**src/rtl/vxt_pkg.sv**
```systemverilog
// Shared types for the translation buffer: permission layout and helper.
// Assumes the permission nibble order user-read at bit 0 up to supervisor-write at bit 3.
package vxt_pkg;

    typedef struct packed {
        logic sup_wr;
        logic sup_rd;
        logic usr_wr;
        logic usr_rd;
    } perm_t;

endpackage

```
**src/rtl/vxt_match.sv**
```systemverilog
// Tag comparator array: compares one key against every entry tag in parallel.
// Assumes at most one valid entry holds any given tag (software keeps them unique);
// when several match, the lowest index is reported.
module vxt_match #(
    parameter int N     = 8,
    parameter int VPN_W = 20,
    localparam int IDX_W = (N > 1) ? $clog2(N) : 1
) (
    input  logic [N-1:0]     valid_vec,
    input  logic [VPN_W-1:0] tags [N],
    input  logic [VPN_W-1:0] key,
    output logic [N-1:0]     hit_vec,
    output logic             hit,
    output logic [IDX_W-1:0] hit_idx
);

    // Per-entry equality compare, one comparator per slot.
    for (genvar g = 0; g < N; g++) begin : g_cmp
        assign hit_vec[g] = valid_vec[g] && (tags[g] == key);
    end

    assign hit = |hit_vec;

    // Priority encode the hit vector, lowest index wins.
    always_comb begin
        hit_idx = '0;
        for (int i = N - 1; i >= 0; i--) begin
            if (hit_vec[i]) hit_idx = IDX_W'(i);
        end
    end

endmodule

```
**src/rtl/vxt_perm_check.sv**
```systemverilog
// Permission check: decides whether an access of the given mode and direction
// is allowed by an entry's permission bits. Purely combinational.
module vxt_perm_check
    import vxt_pkg::*;
(
    input  perm_t perm,
    input  logic  is_user,
    input  logic  is_write,
    output logic  allow
);

    // Select the one permission bit that governs this access.
    always_comb begin
        unique case ({is_user, is_write})
            2'b00:   allow = perm.sup_rd;
            2'b01:   allow = perm.sup_wr;
            2'b10:   allow = perm.usr_rd;
            default: allow = perm.usr_wr;
        endcase
    end

endmodule

```
**src/rtl/vxt_fill_ptr.sv**
```systemverilog
// Round-robin victim pointer: names the slot the next fill will overwrite.
// Assumes one advance per fill; wraps after slot N-1.
module vxt_fill_ptr #(
    parameter int N = 8,
    localparam int IDX_W = (N > 1) ? $clog2(N) : 1
) (
    input  logic             clk,
    input  logic             rst_n,
    input  logic             adv,
    output logic [IDX_W-1:0] ptr
);

    // Step the pointer on each fill, wrapping at the last slot.
    always_ff @(posedge clk) begin
        if (!rst_n)                   ptr <= '0;
        else if (adv)                 ptr <= (ptr == IDX_W'(N - 1)) ? '0 : ptr + 1'b1;
    end

    // Pointer only moves on a fill.
    assert_ptr_hold_R8: assert property (@(posedge clk) disable iff (!rst_n)
        !adv |=> $stable(ptr));

endmodule

```
**src/rtl/vxt_tlb.sv**
```systemverilog
// Fully associative translation buffer with per-entry access checks and
// in-place accessed/dirty tracking. One-cycle registered lookup with valid/ready
// on both request and response. Maintenance (fill, invalidate, flush) takes effect
// at the edge and never alters the result of a lookup accepted in the same cycle.
// Assumes software never holds two valid entries with the same tag.
module vxt_tlb
    import vxt_pkg::*;
#(
    parameter int N     = 8,
    parameter int VPN_W = 20,
    parameter int PFN_W = 20,
    parameter int OFF_W = 12,
    localparam int IDX_W = (N > 1) ? $clog2(N) : 1,
    localparam int VA_W  = VPN_W + OFF_W,
    localparam int PA_W  = PFN_W + OFF_W
) (
    input  logic             clk,
    input  logic             rst_n,
    input  logic             req_valid,
    output logic             req_ready,
    input  logic [VA_W-1:0]  req_vaddr,
    input  logic             req_write,
    input  logic             req_user,
    output logic             rsp_valid,
    input  logic             rsp_ready,
    output logic [PA_W-1:0]  rsp_paddr,
    output logic             rsp_cacheable,
    output logic             rsp_miss,
    output logic             rsp_fault,
    output logic             rsp_was_accessed,
    output logic             rsp_was_dirty,
    input  logic             fill_en,
    input  logic [VPN_W-1:0] fill_vpn,
    input  logic [PFN_W-1:0] fill_pfn,
    input  logic [3:0]       fill_perm,
    input  logic             fill_cacheable,
    input  logic             inv_en,
    input  logic [VPN_W-1:0] inv_vpn,
    input  logic             flush
);

    // Entry storage.
    logic [N-1:0]     ent_valid;
    logic [N-1:0]     ent_acc;
    logic [N-1:0]     ent_dirty;
    logic [N-1:0]     ent_cach;
    logic [VPN_W-1:0] ent_vpn  [N];
    logic [PFN_W-1:0] ent_pfn  [N];
    perm_t            ent_perm [N];

    logic [VPN_W-1:0] req_vpn;
    logic [OFF_W-1:0] req_off;
    logic [N-1:0]     lk_hit_vec;
    logic             lk_hit;
    logic [IDX_W-1:0] lk_idx;
    logic [N-1:0]     inv_hit_vec;
    logic             inv_hit;
    logic [IDX_W-1:0] inv_idx;
    logic             lk_allow;
    logic [IDX_W-1:0] fill_slot;
    logic             req_fire;
    logic             grant;

    assign req_vpn   = req_vaddr[VA_W-1:OFF_W];
    assign req_off   = req_vaddr[OFF_W-1:0];
    assign req_ready = !rsp_valid || rsp_ready;
    assign req_fire  = req_valid && req_ready;
    assign grant     = lk_hit && lk_allow;

    vxt_match #(.N(N), .VPN_W(VPN_W)) lookup_match_i (
        .valid_vec (ent_valid),
        .tags      (ent_vpn),
        .key       (req_vpn),
        .hit_vec   (lk_hit_vec),
        .hit       (lk_hit),
        .hit_idx   (lk_idx)
    );

    vxt_match #(.N(N), .VPN_W(VPN_W)) inval_match_i (
        .valid_vec (ent_valid),
        .tags      (ent_vpn),
        .key       (inv_vpn),
        .hit_vec   (inv_hit_vec),
        .hit       (inv_hit),
        .hit_idx   (inv_idx)
    );

    vxt_perm_check perm_i (
        .perm     (ent_perm[lk_idx]),
        .is_user  (req_user),
        .is_write (req_write),
        .allow    (lk_allow)
    );

    vxt_fill_ptr #(.N(N)) fill_ptr_i (
        .clk   (clk),
        .rst_n (rst_n),
        .adv   (fill_en),
        .ptr   (fill_slot)
    );

    // Register the lookup outcome; hold it until the consumer takes it.
    always_ff @(posedge clk) begin
        if (!rst_n) begin
            rsp_valid        <= 1'b0;
            rsp_paddr        <= '0;
            rsp_cacheable    <= 1'b0;
            rsp_miss         <= 1'b0;
            rsp_fault        <= 1'b0;
            rsp_was_accessed <= 1'b0;
            rsp_was_dirty    <= 1'b0;
        end else if (req_fire) begin
            rsp_valid        <= 1'b1;
            rsp_paddr        <= grant ? {ent_pfn[lk_idx], req_off} : '0;
            rsp_cacheable    <= grant && ent_cach[lk_idx];
            rsp_miss         <= !lk_hit;
            rsp_fault        <= lk_hit && !lk_allow;
            rsp_was_accessed <= lk_hit && ent_acc[lk_idx];
            rsp_was_dirty    <= lk_hit && ent_dirty[lk_idx];
        end else if (rsp_ready) begin
            rsp_valid        <= 1'b0;
        end
    end

    // Update entries: status on hit, then invalidate, then fill, then flush (last wins).
    always_ff @(posedge clk) begin
        if (!rst_n) begin
            ent_valid <= '0;
            ent_acc   <= '0;
            ent_dirty <= '0;
            ent_cach  <= '0;
        end else begin
            for (int i = 0; i < N; i++) begin
                if (req_fire && lk_hit_vec[i]) begin
                    ent_acc[i] <= 1'b1;
                    if (lk_allow && req_write) ent_dirty[i] <= 1'b1;
                end
                if (inv_en && inv_hit_vec[i]) ent_valid[i] <= 1'b0;
                if (fill_en && (fill_slot == IDX_W'(i))) begin
                    ent_valid[i] <= 1'b1;
                    ent_acc[i]   <= 1'b0;
                    ent_dirty[i] <= 1'b0;
                    ent_cach[i]  <= fill_cacheable;
                end
                if (flush) ent_valid[i] <= 1'b0;
            end
        end
    end

    // Tag, frame and permission payload of a filled slot (no reset needed).
    always_ff @(posedge clk) begin
        if (fill_en) begin
            ent_vpn[fill_slot]  <= fill_vpn;
            ent_pfn[fill_slot]  <= fill_pfn;
            ent_perm[fill_slot] <= perm_t'(fill_perm);
        end
    end

    // A stalled response must not change.
    assert_rsp_hold_R11: assert property (@(posedge clk) disable iff (!rst_n)
        (rsp_valid && !rsp_ready) |=> (rsp_valid && $stable(rsp_paddr) && $stable(rsp_miss)
                                        && $stable(rsp_fault) && $stable(rsp_cacheable)));

    // Miss and fault never together.
    assert_miss_fault_excl_R4: assert property (@(posedge clk) disable iff (!rst_n)
        rsp_valid |-> !(rsp_miss && rsp_fault));

    // A refused or missed lookup exposes no address.
    assert_no_addr_on_error_R3: assert property (@(posedge clk) disable iff (!rst_n)
        (rsp_valid && (rsp_miss || rsp_fault)) |-> (rsp_paddr == '0 && !rsp_cacheable));

    // Flush empties the buffer at the next edge.
    assert_flush_clears_R10: assert property (@(posedge clk) disable iff (!rst_n)
        flush |=> (ent_valid == '0));

    // Dirty only rises on an accepted permitted write.
    assert_dirty_rise_R7: assert property (@(posedge clk) disable iff (!rst_n)
        !(req_fire && req_write && grant) |=> ((ent_dirty & ~$past(ent_dirty)) == '0));

    // Tags stay unique so a lookup selects one entry.
    assert_unique_hit_R2: assert property (@(posedge clk) disable iff (!rst_n)
        req_fire |-> $onehot0(lk_hit_vec));

endmodule

```
**config.mk**
```make
export PLATFORM = sky130hd
export DESIGN_NAME = vxt_tlb
export DESIGN_NICKNAME = d
export VERILOG_FILES = /design/src/rtl/vxt_pkg.sv /design/src/rtl/vxt_match.sv /design/src/rtl/vxt_perm_check.sv /design/src/rtl/vxt_fill_ptr.sv /design/src/rtl/vxt_tlb.sv
export SDC_FILE = /design/constraint.sdc
export NUM_CORES = 1
export LEC_CHECK = 0
export ABC_CLOCK_PERIOD_IN_PS = 6500
export BUFFER_PORTS_ARGS = -buffer_cell sky130_fd_sc_hd__buf_2
export CORE_MARGIN = 4
export CORE_UTILIZATION = 60
export DETAILED_ROUTE_END_ITERATION = 8
export PLACE_DENSITY = 0.8
export RECOVER_POWER = 100
export SYNTH_ARGS = -nofsm -noshare
export SYNTH_HDL_FRONTEND = slang
export SYNTH_SLANG_ARGS = --single-unit
```
**constraint.sdc**
```tcl
create_clock -name clk -period 6.5 [get_ports clk]
set_input_delay 0.975 -clock clk [delete_from_list [all_inputs] [get_ports clk]]
set_output_delay 0.975 -clock clk [all_outputs]
set_load 0.01 [all_outputs]
```
# After elaboration in Yosys (flattened, before gate mapping)
# Memory sizes are Yosys's and may differ from the RTL's.
# Index checks and enable logic that the tools add are counted.
# W data, S select, Z words.
# classes
n_bitwise	2
add_sub_neg	1
n_mux	40
n_reduce_logical	81
n_lt_le_gt_ge	3
n_eq_ne	25
# ops
operator	count
$eq A20 B20 Y1	16
$bwmux W160	1
$demux W20 S3	1
$logic_and A1 B1 Y1	48
$mux W32	1
$mux W3	9
$mux W1	23
$mux W20	1
$reduce_bool A2 Y1	9
$reduce_or A2 Y1	9
$reduce_and A2 Y1	8
$eq A3 B3 Y1 const B	4
$bmux W1 S3	3
$reduce_or A8 Y1	1
$eq A3 B2 Y1 const B	2
$ge A4 B4 Y1 const B	1
$lt A3 B4 Y1 const B	1
$lt A4 B1 Y1 const B	1
$not A3 Y4	1
$add A3 B1 Y3 const B	1
$eq A3 B1 Y1 const B	1
$logic_not A1 Y1	3
$logic_not A3 Y1	1
$pmux W1 S3	1
other kinds (5)	5
# totals
mem_bits_rw	192
input_bits	106
register_bits	233
n_memories	2
# memory_table
memory	words	width	read_ports	rd_clocked_by_memory_dff	write_ports	line	source
ent_pfn	8	20	1	0	1	vxt_tlb.sv:48	logic [PFN_W-1:0] ent_pfn [N];
ent_perm	8	4	1	0	1	vxt_tlb.sv:49	perm_t ent_perm [N];

# Logic depth before layout (Yosys ltp)
# An unclocked memory read counts as a cell.
# depth
depth_word	14
depth_mapped	16
depth_no_buf	11

# Cells and area by module
# From an unflattened synthesis, not the netlist that was laid out.
# hier_totals
hier_cells	1302
area_unflattened_um2	19296.0
# by_module_without_submodules
module	cells_each	n_inst	area_per_inst_um2
vxt_tlb	782	1	14959.3
vxt_match	253	2	2083.2
vxt_fill_ptr	13	1	147.6
vxt_perm_check	1	1	22.5

# Least setup slack after synthesis
# OpenSTA, ideal clock, no wires.
# synth_path
path_type	input port to flip-flop
start	input fill_en
end	memory ent_perm[0][0] in the netlist's numbering, enable pin
path_stages	3
t_arrival_ns	4.418
slack_ns	1.582
n_path_buf	1
t_required_ns	6.000
path_cell_list	clkbuf_1 nand2_1 nor3_1
# synth_via
elab_chain_len	2
# synth_lines
item	line	source
start: declaration	vxt_tlb.sv:32	input logic fill_en,
$mux W1	vxt_tlb.sv:152	if (fill_en) begin
$mux W1 (not written as such)	vxt_tlb.sv:155	ent_perm[fill_slot] <= perm_t'(fill_perm);
end: declaration	vxt_tlb.sv:49	
# Every way passes these cells.

# Worst setup path after layout
# layout_path
start	input req_vaddr[21]
end	register rsp_was_dirty
# layout_via
elab_chain_len	13
elab_cells_between_ends	28
# layout_lines
item	line	source
start: declaration	vxt_tlb.sv:21	input logic [VA_W-1:0] req_vaddr,
$eq A20 B20 Y1	vxt_match.sv:19	assign hit_vec[g] = valid_vec[g] && (tags[g] == key);
$logic_and A1 B1 Y1	vxt_match.sv:19	
$mux W3 (8 in a row)	vxt_match.sv:28	if (hit_vec[i]) hit_idx = IDX_W'(i);
$bmux W1 S3	vxt_tlb.sv:119	rsp_was_dirty <= lk_hit && ent_dirty[lk_idx];
$mux W1 (not written as such)	vxt_tlb.sv:119	
$logic_and A1 B1 Y1 *	vxt_tlb.sv:119	
end signal: assignment	vxt_tlb.sv:119	
end: declaration	vxt_tlb.sv:31	output logic rsp_was_dirty,
# Every way passes the cells marked *; elsewhere a longest branch is shown, timed or not. The select of a mux whose other input is x is not followed.
# A chain may end at the register's enable or synchronous reset.

==> results.toml <==
[synthesis]
yosysTopAreaCell = "edfxtp_1"
synth_edf_count = 352
synth-seq-cells = 425
synth_top_cell_area_share = 0.542
async_flop_share = 0
synth.area.top_cells = "edfxtp_1 (54%), xor2_1 (8.8%), dfxtp_1 (7.5%)"
netlist_instances = 1538
syn_nets = 1650
synthesis.area_sq_um = 19500
syn-mean-instance-area_sq_um = 12.7
ys_warn_count = 0
synth-seq-area-share = 0.617
synth-main-ff-cell = "edfxtp_1"
ys_types = 67

[outcome]
status = "finished with violations"
violations = "max-capacitance violations, max-slew violations"

[worst_setup_path]
crit_type = "input port to register"
cp_max_fo = 23
cp-end-kind = "register"
crit_arrival_ns = 6.09
worstSetupStartpointType = "input port"
worst_ep_required_time_ns = 6.95

[routing]
detail_route.vias_per_cell = 6.50
wirelength_um = 64100
vias = 13900
first_pass_iters = 7
detailedRoute.firstIterationViolations = 1859
antenna_left = 0
routedWlPerCell_um = 30.1
drcViolationCount = 0

[sta]
slew_viol_final = 327
rsz0062_at_grt = "no"
worst_pin_slew_ns = 2.97
hold_violations = 0
fin_crit_ns = 5.64
fin_ws_ns = 0.859
clock_skew_ns = 0.0277
post-route-period-util = 0.868
slew_headroom = -0.978
clock.fmax_mhz = 177
finalSetupViolations = 0
fin_tns_setup_ns = 0

[min_path]
worstHoldPathType = "register to register"

[job]
drv_cap = 13

[clock_tree]
cts-root-buf = "clkbuf_16"
cts_buffers = 43
htree_levels = 2
cts_hold_buf = 0
clockBufferDepth = 3
cts_resized = 0
path_clk_slew_ns = 0.06
clk_latency_ns = 0.57
numClockSinks = 425
cts_setup_buffers = 0
cts_tree = "built"

[place]
io_buffer_count = 144
dp_worst_setup_slack_ns = 1.09
dp_hpwl_um = 45100
gp_congestion = 1.08

[floorplan]
die_h_um = 188
fp.dieW_um = 188
die_area_sq_um = 35400
ioPinCount = 145
start_util = 0.613
rows = 65
core_sq_um = 31800

[finish]
fillers = 2294
layout-drive-gt1-share = 0.0850
nets = 1774
syn_to_final_growth_pct = 11.6
finish.utilization = 0.684

[grt]
grt_antenna_before_repair = 4
overflow = 0
grt_usage = 0.355
grt_pass1_vias = 13400
grt_max_degree = 65
grt_pass1_wl_um = 92100

[power_and_ir_drop]
peakVddDrop_mv = 0.243
power.total_uw = 5980
power_leakage_uw = 0.00719
power.density_cell_area_nw_per_um2 = 275
## cell families after synthesis
logic type               after synthesis  share of synthesized area
buffers and inverters                 97                     0.0237
adder cells (fa/ha/maj)                6                    0.00385
AND/OR/NAND/NOR                      457                      0.118
flip-flops                           425                      0.617
multiplexers                          41                     0.0212
AO/OA/AOI/OAI                        192                     0.0718
XOR/XNOR                             320                      0.144
## routing by layer
layer / share of wire / vias to the layer above / GRT usage
li1: - / 5891 / -
met1: 0.40 / 6829 / 0.519
met2: 0.44 / 977 / 0.527
met3: 0.14 / 148 / 0.112
met4: 0.029 / 6 / 0.0867
met5: 0.00072 / - / 0
## layout by cell type, fill, tap and decap left out, types with 43 or more instances in the layout
cell type and instances:
nor4_1 55, nand3_1 53, nand2_1 195, nand4_1 50, xor2_1 196, dfxtp_1 73
xnor2_1 123, edfxtp_1 352, buf_2 54, clkbuf_16 44, a21oi_1 43, clkbuf_1 114
## cells in the mapped netlist, types with 4 or more instances
cell and number:
a21oi_1 43, nand4b_1 5, a211oi_1 13, dfxtp_1 73
nor3b_1 5, nor2_1 32, edfxtp_1 352, xor2_1 196
a32o_1 21, or4_1 7, mux2i_1 39, nor3_1 14
buf_1 12, a21boi_0 8, nor2b_1 8, nor4_1 55
a2111oi_0 5, xnor2_1 123, o21ba_2 5, o21ai_0 39
ha_1 6, and4_1 4, buf_6 7, inv_1 10
nor4b_1 6, a22o_1 35, clkbuf_1 46, nand2_1 195
buf_2 18, nand4_1 50, and2_1 6, nand3_1 53
## per-stage QoR
| stage | cell area (sq um) | cells | hold WS, ns |
|---|---|---|---|
| 2_1_floorplan | 19500 | 1538 | 0.424 |
| 3_3_place_gp | 20600 | 2052 | 0.444 |
| 3_5_place_dp | 20600 | 2052 | 0.443 |
| 4_1_cts | 22000 | 2130 | 0.451 |
| 5_1_grt | 21700 | 2130 | 0.478 |
| 6_report | 21700 | 2131 | 0.450 |
## worst paths after layout
path	startpoint	cells after the start	slack, ns	endpoint
worst max-delay path	req_vaddr[21]	14	0.86	rsp_was_dirty$_SDFFE_PN0P_
worst min-delay path	ent_dirty[3]$_SDFFE_PP0P_	2	0.45	ent_dirty[3]$_SDFFE_PP0P_
worst max register to register	ent_vpn[29]$_DFFE_PP_	13	1.19	rsp_was_dirty$_SDFFE_PN0P_
worst min register to register	ent_dirty[3]$_SDFFE_PP0P_	2	0.45	ent_dirty[3]$_SDFFE_PP0P_
## sequential cells by signal, summed over array words and instances, names as in the netlist
name	flops
rsp_was_accessed	1
ent_dirty	8
rsp_miss	1
ent_pfn	160
ent_acc	8
rsp_cacheable	1
rsp_paddr	32
ent_vpn	160
ent_perm	32
ent_valid	8
rsp_valid	1
ent_cach	8
fill_ptr_i.ptr	3
rsp_was_dirty	1
rsp_fault	1
## worst max-delay path, stage by stage
cell	delay (ns)
buf_2	0.26
xnor2_1	0.60
nand4_1	0.15
nor4_1	0.69
clkbuf_1	0.28
a211oi_1	0.12
o2111a_1	0.30
or2_0	0.60
inv_1	0.21
clkbuf_1	1.06
mux2i_1	0.21
a222oi_1	0.37
nand2_1	0.10
o211a_1	0.15
## power breakdown
group          internal (uW)  leakage [uW]  switching [uW]  total (uW)
logic                    124       0.00273             335         459
registers               3020       0.00379            34.6        3050
clock network           1410      0.000677            1070        2470
total                   4550       0.00719            1440        5980
## final cells by class
class                   instances  area, sq um  area share
well taps                     435          544      0.0250
clock buffers                  57         1180      0.0542
diodes                          1         2.50    0.000115
multi-input cells            1016         7000       0.322
repair buffers                166          733      0.0337
inverters                      10         37.5     0.00173
flip-flops and latches        425        12000       0.553
clock inverters                21          220      0.0101
(Power assumes the default switching activity.)
